File: src/rtl/twr_pkg.sv
package twr_pkg;
  typedef enum logic [2:0] {
    PH_IDLE,
    PH_DEV,
    PH_PTR,
    PH_WR,
    PH_RD
  } phase_t;

  localparam int WORD_W = 16;
  localparam int BYTE_W = 8;
endpackage

File: src/rtl/twr_sync.sv
module twr_sync #(
  parameter int W = 2,
  parameter int STAGES = 2,
  parameter logic [W-1:0] RST_VAL = '1
) (
  input  logic         clk,
  input  logic         rst,
  input  logic [W-1:0] d,
  output logic [W-1:0] q
);
  logic [W-1:0] st [STAGES];

  always_ff @(posedge clk) begin
    if (rst) begin
      for (int i = 0; i < STAGES; i++) st[i] <= RST_VAL;
    end else begin
      st[0] <= d;
      for (int i = 1; i < STAGES; i++) st[i] <= st[i-1];
    end
  end

  assign q = st[STAGES-1];
endmodule

File: src/rtl/twr_linemon.sv
module twr_linemon (
  input  logic clk,
  input  logic rst,
  input  logic scl_s,
  input  logic sda_s,
  output logic scl_rise,
  output logic scl_fall,
  output logic ev_start,
  output logic ev_stop
);
  logic p_scl, p_sda;

  always_ff @(posedge clk) begin
    if (rst) begin
      p_scl <= 1'b1;
      p_sda <= 1'b1;
    end else begin
      p_scl <= scl_s;
      p_sda <= sda_s;
    end
  end

  assign scl_rise = scl_s & ~p_scl;
  assign scl_fall = ~scl_s & p_scl;
  assign ev_start = scl_s & p_scl & p_sda & ~sda_s;
  assign ev_stop  = scl_s & p_scl & ~p_sda & sda_s;
endmodule

File: src/rtl/twr_regfile.sv
module twr_regfile #(
  parameter int NUM_REGS = 16,
  parameter logic [15:0] CHIP_ID = 16'h8431,
  localparam int IDX_W = $clog2(NUM_REGS)
) (
  input  logic             clk,
  input  logic             rst,
  input  logic             we,
  input  logic [IDX_W-1:0] widx,
  input  logic [15:0]      wdata,
  input  logic [7:0]       pidx,
  output logic [15:0]      pdata,
  input  logic [IDX_W-1:0] hidx,
  output logic [15:0]      hdata
);
  localparam logic [8:0] NREG9 = 9'(NUM_REGS);

  logic [15:0] mem [NUM_REGS];

  function automatic logic [15:0] fetch(input logic [7:0] idx);
    if (idx == 8'd0) return CHIP_ID;
    if ({1'b0, idx} < NREG9) return mem[idx[IDX_W-1:0]];
    return 16'h0000;
  endfunction

  always_ff @(posedge clk) begin
    if (rst) begin
      for (int i = 0; i < NUM_REGS; i++) mem[i] <= 16'h0000;
    end else if (we && widx != '0) begin
      mem[widx] <= wdata;
    end
  end

  always_ff @(posedge clk) begin
    hdata <= fetch(8'(hidx));
  end

  assign pdata = fetch(pidx);
endmodule

File: src/rtl/twr_regslave.sv
module twr_regslave
  import twr_pkg::*;
#(
  parameter logic [6:0]  DEV_ADDR = 7'h5D,
  parameter int          NUM_REGS = 16,
  parameter logic [15:0] CHIP_ID = 16'h8431,
  parameter int          SYNC_STAGES = 2,
  localparam int         IDX_W = $clog2(NUM_REGS)
) (
  input  logic             clk,
  input  logic             rst,
  input  logic             scl_i,
  input  logic             sda_i,
  output logic             sda_oe,
  input  logic [IDX_W-1:0] cfg_addr,
  output logic [15:0]      cfg_data,
  output logic             wr_pulse,
  output logic [IDX_W-1:0] wr_index
);
  localparam logic [8:0] NREG9 = 9'(NUM_REGS);

  logic [1:0] lines_s;
  logic scl_q, sda_q;
  logic scl_rise, scl_fall, ev_start, ev_stop;

  twr_sync #(.W(2), .STAGES(SYNC_STAGES), .RST_VAL(2'b11)) u_sync (
    .clk(clk), .rst(rst), .d({scl_i, sda_i}), .q(lines_s)
  );
  assign scl_q = lines_s[1];
  assign sda_q = lines_s[0];

  twr_linemon u_mon (
    .clk(clk), .rst(rst), .scl_s(scl_q), .sda_s(sda_q),
    .scl_rise(scl_rise), .scl_fall(scl_fall),
    .ev_start(ev_start), .ev_stop(ev_stop)
  );

  phase_t      ph;
  logic        in_ack, hi_done, rd_pend, load_req, nack, oe;
  logic [3:0]  cnt;
  logic [7:0]  sh, hold_hi, ptr;
  logic [15:0] tx, pdata, rf_wdata;
  logic        rf_we;
  logic [IDX_W-1:0] rf_widx;

  function automatic logic writable(input logic [7:0] p);
    return (p != 8'd0) && ({1'b0, p} < NREG9);
  endfunction

  twr_regfile #(.NUM_REGS(NUM_REGS), .CHIP_ID(CHIP_ID)) u_rf (
    .clk(clk), .rst(rst),
    .we(rf_we), .widx(rf_widx), .wdata(rf_wdata),
    .pidx(ptr), .pdata(pdata),
    .hidx(cfg_addr), .hdata(cfg_data)
  );

  always_ff @(posedge clk) begin
    if (rst) begin
      ph       <= PH_IDLE;
      in_ack   <= 1'b0;
      hi_done  <= 1'b0;
      rd_pend  <= 1'b0;
      load_req <= 1'b0;
      nack     <= 1'b0;
      oe       <= 1'b0;
      cnt      <= 4'd0;
      sh       <= 8'd0;
      hold_hi  <= 8'd0;
      ptr      <= 8'd0;
      tx       <= 16'd0;
      rf_we    <= 1'b0;
      rf_widx  <= '0;
      rf_wdata <= 16'd0;
    end else begin
      rf_we    <= 1'b0;
      load_req <= 1'b0;
      if (ev_start) begin
        ph      <= PH_DEV;
        in_ack  <= 1'b0;
        cnt     <= 4'd0;
        hi_done <= 1'b0;
        oe      <= 1'b0;
      end else if (ev_stop) begin
        ph      <= PH_IDLE;
        in_ack  <= 1'b0;
        cnt     <= 4'd0;
        hi_done <= 1'b0;
        oe      <= 1'b0;
      end else if (load_req) begin
        tx <= {pdata[14:0], 1'b0};
        oe <= ~pdata[15];
      end else begin
        case (ph)
          PH_DEV, PH_PTR, PH_WR: begin
            if (!in_ack && scl_rise && cnt < 4'd8) begin
              sh  <= {sh[6:0], sda_q};
              cnt <= cnt + 4'd1;
            end else if (!in_ack && scl_fall && cnt == 4'd8) begin
              cnt <= 4'd0;
              case (ph)
                PH_DEV: begin
                  if (sh[7:1] == DEV_ADDR) begin
                    in_ack  <= 1'b1;
                    oe      <= 1'b1;
                    rd_pend <= sh[0];
                  end else begin
                    ph <= PH_IDLE;
                  end
                end
                PH_PTR: begin
                  ptr    <= sh;
                  in_ack <= 1'b1;
                  oe     <= 1'b1;
                end
                default: begin
                  in_ack <= 1'b1;
                  oe     <= 1'b1;
                  if (!hi_done) begin
                    hold_hi <= sh;
                    hi_done <= 1'b1;
                  end else begin
                    hi_done <= 1'b0;
                    ptr     <= ptr + 8'd1;
                    if (writable(ptr)) begin
                      rf_we    <= 1'b1;
                      rf_widx  <= ptr[IDX_W-1:0];
                      rf_wdata <= {hold_hi, sh};
                    end
                  end
                end
              endcase
            end else if (in_ack && scl_fall) begin
              in_ack <= 1'b0;
              oe     <= 1'b0;
              if (ph == PH_DEV) begin
                if (rd_pend) begin
                  ph       <= PH_RD;
                  hi_done  <= 1'b0;
                  load_req <= 1'b1;
                end else begin
                  ph <= PH_PTR;
                end
              end else if (ph == PH_PTR) begin
                ph <= PH_WR;
              end
            end
          end
          PH_RD: begin
            if (!in_ack && scl_rise && cnt < 4'd8) begin
              cnt <= cnt + 4'd1;
            end else if (!in_ack && scl_fall) begin
              if (cnt == 4'd8) begin
                oe     <= 1'b0;
                in_ack <= 1'b1;
                cnt    <= 4'd0;
              end else begin
                oe <= ~tx[15];
                tx <= {tx[14:0], 1'b0};
              end
            end else if (in_ack && scl_rise) begin
              nack <= sda_q;
            end else if (in_ack && scl_fall) begin
              in_ack <= 1'b0;
              if (nack) begin
                ph <= PH_IDLE;
              end else if (!hi_done) begin
                hi_done <= 1'b1;
                oe      <= ~tx[15];
                tx      <= {tx[14:0], 1'b0};
              end else begin
                hi_done  <= 1'b0;
                ptr      <= ptr + 8'd1;
                load_req <= 1'b1;
              end
            end
          end
          default: ;
        endcase
      end
    end
  end

  assign sda_oe   = oe;
  assign wr_pulse = rf_we;
  assign wr_index = rf_widx;
endmodule

File: config.mk
export PLATFORM = sky130hd
export DESIGN_NAME = twr_regslave
export DESIGN_NICKNAME = d
export VERILOG_FILES = /design/src/rtl/twr_pkg.sv /design/src/rtl/twr_sync.sv /design/src/rtl/twr_linemon.sv /design/src/rtl/twr_regfile.sv /design/src/rtl/twr_regslave.sv
export SDC_FILE = /design/constraint.sdc
export NUM_CORES = 1
export LEC_CHECK = 0
export CAP_MARGIN = 20
export CORE_UTILIZATION = 65
export CTS_BUF_LIST = sky130_fd_sc_hd__clkbuf_2
export CTS_CLUSTER_SIZE = 16
export DETAILED_ROUTE_END_ITERATION = 7
export HOLD_SLACK_MARGIN = 0.15
export PLACE_DENSITY = 0.9
export SYNTH_ARGS = -nofsm -noshare
export SYNTH_HDL_FRONTEND = slang
export SYNTH_SLANG_ARGS = --single-unit
File: constraint.sdc
create_clock -name clk -period 2.8 [get_ports clk]
set_input_delay 0.56 -clock clk [delete_from_list [all_inputs] [get_ports clk]]
set_output_delay 0.56 -clock clk [all_outputs]
set_load 0.02 [all_outputs]
Yosys cells after proc, flatten, opt, wreduce, memory -nomap -nowiden
Memories as Yosys holds them, arrays and structs flattened. A register that Yosys moved wholly into a read port is not among the register bits.
Cells that the tools add are included.

cells by class
  add/sub/neg operators = 2
  multiply operators = 0
  divide/modulo/power cells = 0
  magnitude comparators = 2
  eq/ne operators = 52
  shifts and indexed selects = 0
  mux-type cells = 115
  bitwise gates (word level) = 24
  reduce and logical (&&, ||, !) cells = 37

operators by type and width
  cell                   count
  $mux W16               17
  $mux W8                8
  $mux W1                59
  $ne A3 B3 Y1 const B   17
  $ne A4 B4 Y1 const B   12
  $reduce_and A12 Y1     4
  $mux W3                13
  $mux W4                8
  $pmux W8 S2            2
  $reduce_and A9 Y1      3
  $ne A5 B5 Y1 const B   5
  $ne A2 B2 Y1 const B   10
  $reduce_and A8 Y1      2
  $reduce_or A16 Y1      1
  $not A1 Y1             15
  $reduce_and A7 Y1      2
  $reduce_and A5 Y1      2
  $reduce_or A10 Y1      1
  $add A8 B1 Y8 const B  1
  $logic_and A1 B1 Y1    8
  $logic_not A8 Y1       1
  $lt A8 B5 Y1 const B   1
  $pmux W1 S2            4
  $pmux W4 S2            1
  22 further kinds       35

storage, ports and cells
  bits in registers = 92
  latch bits = 0
  RAM bits = 260
  bits in read-only memories = 0
  input port bits = 8
  output and inout port bits = 22
  memories kept = 2

memory list
  name       depth  bits a word  rd ports  clocked after memory_dff  wr ports  RTL line           source
  u_rf.mem   16     16           2         1                         16        twr_regfile.sv:18  logic [15:0] mem [NUM_REGS];
  u_sync.st  2      2            2         0                         2         twr_sync.sv:11     logic [W-1:0] st [STAGES];

Depth between registers and ports, before layout
An unclocked memory read counts as a cell.

  word-level depth = 12
  depth in mapped cells = 9
  gate-level depth less buffers = 7

By module
A second synthesis with hierarchy kept.

second synthesis, totals
  cells, all modules = 1,304
  area, all modules = 17,359.1 um2

by module, submodules not included
  module        instances  cells each  area an instance (um2)  sequential area each (um2)
  twr_regfile   1          878         13,600.5                7,857.5
  twr_regslave  1          408         3,553.4                 1,461.4
  twr_sync      1          10          120.1                   80.1
  twr_linemon   1          8           85.1                    40.0

Worst setup path before layout
Ideal clock, no wire load.

  path kind = in2reg
  from = input cfg_addr[0]
  to = register u_rf.hdata[15]
  data arrival time = 2.028 ns
  required time = 2.666 ns
  setup slack = 0.637 ns
  stages on the path = 4
  buffers on the path = 2
  path through = buf_4 > buf_2 > mux4_2 > mux4_2

between the ends
  cells in the longest elaborated chain, start to end = 3

ends and longest elaborated chain
  element                                              RTL line                              source
  start, declared                                      twr_regslave.sv:15                    input logic [IDX_W-1:0] cfg_addr,
  $mem_v2 Z16 W16 or $logic_not A4 Y1 (tied branches)  --
  $mux W16 or $mux W1 (tied branches)                  twr_regfile.sv:23, twr_regfile.sv:21
  $mux W16 (*)                                         twr_regfile.sv:22                     if ({1'b0, idx} < NREG9) return mem[idx[IDX_W-1:0]];
  end signal, assigned                                 twr_regfile.sv:35                     hdata <= fetch(8'(hidx));
  end, declared                                        twr_regfile.sv:14                     output logic [15:0] hdata

Mark *: on every way between the ends. The rest lies on a longest branch, timed or not.
A chain may end at the register's enable or synchronous reset.

Final worst setup path
  from = register rf_widx[3], in the netlist wr_index[3]
  to = output wr_index[3]

RTL lines
  element                 RTL line             source
  start, declared         twr_regslave.sv:44   logic [IDX_W-1:0] rf_widx;
  start signal, assigned  twr_regslave.sv:126  rf_widx <= ptr[IDX_W-1:0];
  end, declared           twr_regslave.sv:18   output logic [IDX_W-1:0] wr_index

No word-level cell between the ends.

==> impl_metrics.json <==
{
  "vdd_ir_drop_max_uv": 254,
  "drive_gt1_frac": 0.266,
  "synth_flop_type": "sky130_fd_sc_hd__edfxtp_1",
  "drcViolationCount": 0,
  "finalClockSkew_ns": 0.0743,
  "post-route-period-util": 0.955,
  "dpl.hpwl_um": 31600,
  "cellPowerDensity_nw_per_um2": 554,
  "finalNetCount": 1407,
  "detailedRoute.firstPassIterationCount": 6,
  "floorplan.initialDensity": 0.669,
  "cts_resized": 0,
  "pin_count": 30,
  "rsz0062_at_grt": "no",
  "wire_length_of_the_first_global_routing_pass_um": 72200,
  "critPathMaxFanout": 8,
  "grt_max_degree": 112,
  "number_of_hold_buffers_added_after_cts": 0,
  "synth.distinct_cells": 67,
  "vias_per_cell": 6.82,
  "clock_path_buffers": 3,
  "status": "complete, no violations",
  "fp.coreArea_um2": 26400,
  "crit_slowest_cell": "sky130_fd_sc_hd__clkdlybuf4s50_1",
  "cts-root-buf": "sky130_fd_sc_hd__clkbuf_2",
  "numClockSinks": 355,
  "setup_viol_count_final": 0,
  "total_power_uw": 10700,
  "critical_path.max_stage_delay_ns": 0.67,
  "placed_insts": 1640,
  "post_route_non_filler_standard_cell_count": 1810,
  "antenna_violations_before_repair": 4,
  "worst_skew_pair.late_latency_ns": 0.94,
  "min-delay-path-class": "input port to register",
  "tightest_slew_ns": 1.16,
  "post_synth_edffs": 256,
  "total_leakage_power_uw": 0.00674,
  "worstPathRequired_ns": 2.24,
  "worstPathCellList": "clkdlybuf4s50_1",
  "post_synth_instance_area_um2": 17600,
  "gr-total-overflow": 0,
  "die-area_um2": 27800,
  "reg2reg_setup_slack_ns": 0.23,
  "cts_buffers": 88,
  "stdcell_area_um2": 19300,
  "dp_slack_ns": 0.300,
  "die_y_um": 167,
  "synth-seq-area-share": 0.548,
  "synth_cells": 1302,
  "final_critical_path_setup_slack_ns": 0.125,
  "io_buffer_count": 29,
  "global_route.usage.total": 0.356,
  "synthArstFlopShare": 0,
  "ys_seq_elements": 355,
  "slew_headroom": 0.215,
  "critPathTopFamily": "buffers and inverters",
  "dpl_cell_area_um2": 18500,
  "maxCapViolCount": 0,
  "first_global_vias": 12221,
  "report.final.hold_viol_count": 0,
  "placement_rows": 59,
  "synth_area_per_cell_um2": 13.5,
  "drt_iter0_markers": 1702,
  "yosys_warnings": 0,
  "critPathKind": "register to output port",
  "achievable-frequency_ghz": 0.374,
  "cts_setup_buffers": 0,
  "vias": 12344,
  "htree_num_levels": 3,
  "finalSetupTns_ns": 0,
  "die_w_um": 167,
  "cts.reportedPaths.clkPinSlew_ns": 0.10,
  "routed_length_per_placed_instance_um": 26.6,
  "detail_route.wirelength_um": 48200,
  "cp.arrival_ns": 2.12,
  "clock_tree_from_tritoncts": "built",
  "postRouteAntennaNets": 0,
  "final-max-slew-violation-count": 0,
  "globalplace.congestion": 0.909,
  "syn_to_final_growth_pct": 9.62,
  "startpoint_type": "register",
  "min_period_ns": 2.68,
  "worst_setup_path_end_kind": "output port",
  "worstPathBufferInverterCount": 1
}
Yosys cell counts (5+ instances only):
cell / count / area, um^2
sky130_fd_sc_hd__mux4_2: 138 / 3110
sky130_fd_sc_hd__nor2b_1: 21 / 131
sky130_fd_sc_hd__clkbuf_1: 60 / 225
sky130_fd_sc_hd__a21oi_1: 50 / 250
sky130_fd_sc_hd__a211oi_1: 7 / 52.6
sky130_fd_sc_hd__dfxtp_1: 99 / 1980
sky130_fd_sc_hd__buf_2: 28 / 140
sky130_fd_sc_hd__mux2i_1: 60 / 601
sky130_fd_sc_hd__inv_1: 16 / 60.1
sky130_fd_sc_hd__o22ai_1: 10 / 62.6
sky130_fd_sc_hd__nor4_1: 7 / 43.8
sky130_fd_sc_hd__nand2b_1: 7 / 43.8
sky130_fd_sc_hd__nand4_1: 11 / 68.8
sky130_fd_sc_hd__nand3_1: 6 / 30.0
sky130_fd_sc_hd__nor3_1: 19 / 95.1
sky130_fd_sc_hd__or4_1: 6 / 45.0
sky130_fd_sc_hd__nand3b_1: 7 / 52.6
sky130_fd_sc_hd__o21ai_0: 13 / 65.1
sky130_fd_sc_hd__buf_4: 7 / 52.6
sky130_fd_sc_hd__nand2_1: 67 / 251
sky130_fd_sc_hd__or2_2: 21 / 131
sky130_fd_sc_hd__nor2_1: 64 / 240
sky130_fd_sc_hd__edfxtp_1: 256 / 7690
sky130_fd_sc_hd__or2_1: 5 / 31.3
sky130_fd_sc_hd__and2_1: 241 / 1510
routing by layer:
| layer | up-vias | track usage | part of all wire |
|---|---|---|---|
| met1 | 5956 | 0.459 | 0.34 |
| met4 | 4 | 0.192 | 0.051 |
| met5 | - | 0 | 0.00075 |
| met2 | 1044 | 0.554 | 0.47 |
| met3 | 232 | 0.101 | 0.14 |
| li1 | 5108 | - | - |
layout by cell type, fill, tap and decap left out, drive strengths merged, types with 4 or more instances in the layout:
cell / n
a21oi: 51
dfxtp: 99
o21ai: 17
nor3: 19
and3: 5
a211oi: 7
inv: 18
mux4: 138
nand2: 68
nand2b: 7
nor2: 64
conb: 16
clkdlybuf4s50: 26
clkbuf: 133
nor3b: 5
diode: 7
buf: 64
or4: 6
o211ai: 4
nand3: 6
nor2b: 21
nand4: 11
ha: 4
and2: 242
nand3b: 7
or2: 26
nor4: 8
clkinv: 24
clkinvlp: 4
o22ai: 10
mux2i: 60
edfxtp: 256
through the flow:
step / util / hold slack, ns
after CTS: 0.733 / 0.153
after global routing: 0.733 / 0.151
after detailed placement: 0.703 / 0.396
after floorplan: - / 0.389
final: 0.734 / 0.194
after global placement: 0.703 / 0.392
cell families (layout without fill, tap and decap cells):
group                      after synthesis  count (layout)  share of synthesized area
other                                    1              23                   0.000213
and+or+nand+nor                        508             508                      0.165
xor gates and xnor gates                 1               1                   0.000497
adders and majority gates                4               4                    0.00284
buffers and inverters                  118             269                     0.0303
DFF                                    355             355                      0.548
muxes                                  201             201                      0.212
AOI/OAI and AO/OA                      114             114                     0.0404
flip-flops by register name, indices dropped and copies added (netlist names), named ones only:
signal,cells
sda_oe,1
tx,15
u_rf.hdata,16
rd_pend,1
hold_hi,8
ptr,8
in_ack,1
wr_index,4
rf_wdata,16
wr_pulse,1
load_req,1
cnt,4
u_mon.p_scl,1
u_sync.st,4
hi_done,1
sh,8
ph,3
u_rf.mem,256
u_mon.p_sda,1
nack,1
worst paths after layout:
kind                                            startpoint                          to  cells after the start
worst max-delay path              wr_index[3]$_SDFFE_PP0P_                 wr_index[3]                      1
worst min register to register  u_sync.st[0][0]$_SDFF_PP1_  u_sync.st[0][2]$_SDFF_PP1_                      1
worst min-delay path                                 sda_i  u_sync.st[0][0]$_SDFF_PP1_                      2
worst max register to register         ptr[1]$_SDFFE_PP0P_         tx[15]$_SDFFE_PP0P_                      9
where the power goes:
| part | switching (uW) | total, uW | leakage, uW | internal, uW |
|---|---|---|---|---|
| logic | 666 | 1210 | 0.00289 | 547 |
| clock network | 2150 | 3430 | 0.000606 | 1280 |
| registers | 203 | 6070 | 0.00324 | 5870 |
| total | 3020 | 10700 | 0.00674 | 7690 |
final cells by class:
type / count / area, um^2
multi-input combinational: 844 / 7510
antenna: 7 / 17.5
fill: 1583 / 7020
tap: 335 / 419
timing repair buffer: 90 / 851
inverter: 16 / 60.1
clock inverter: 30 / 135
sequential: 355 / 9680
clock buffer: 133 / 666
No activity file was read; power rests on OpenSTA's default activity.
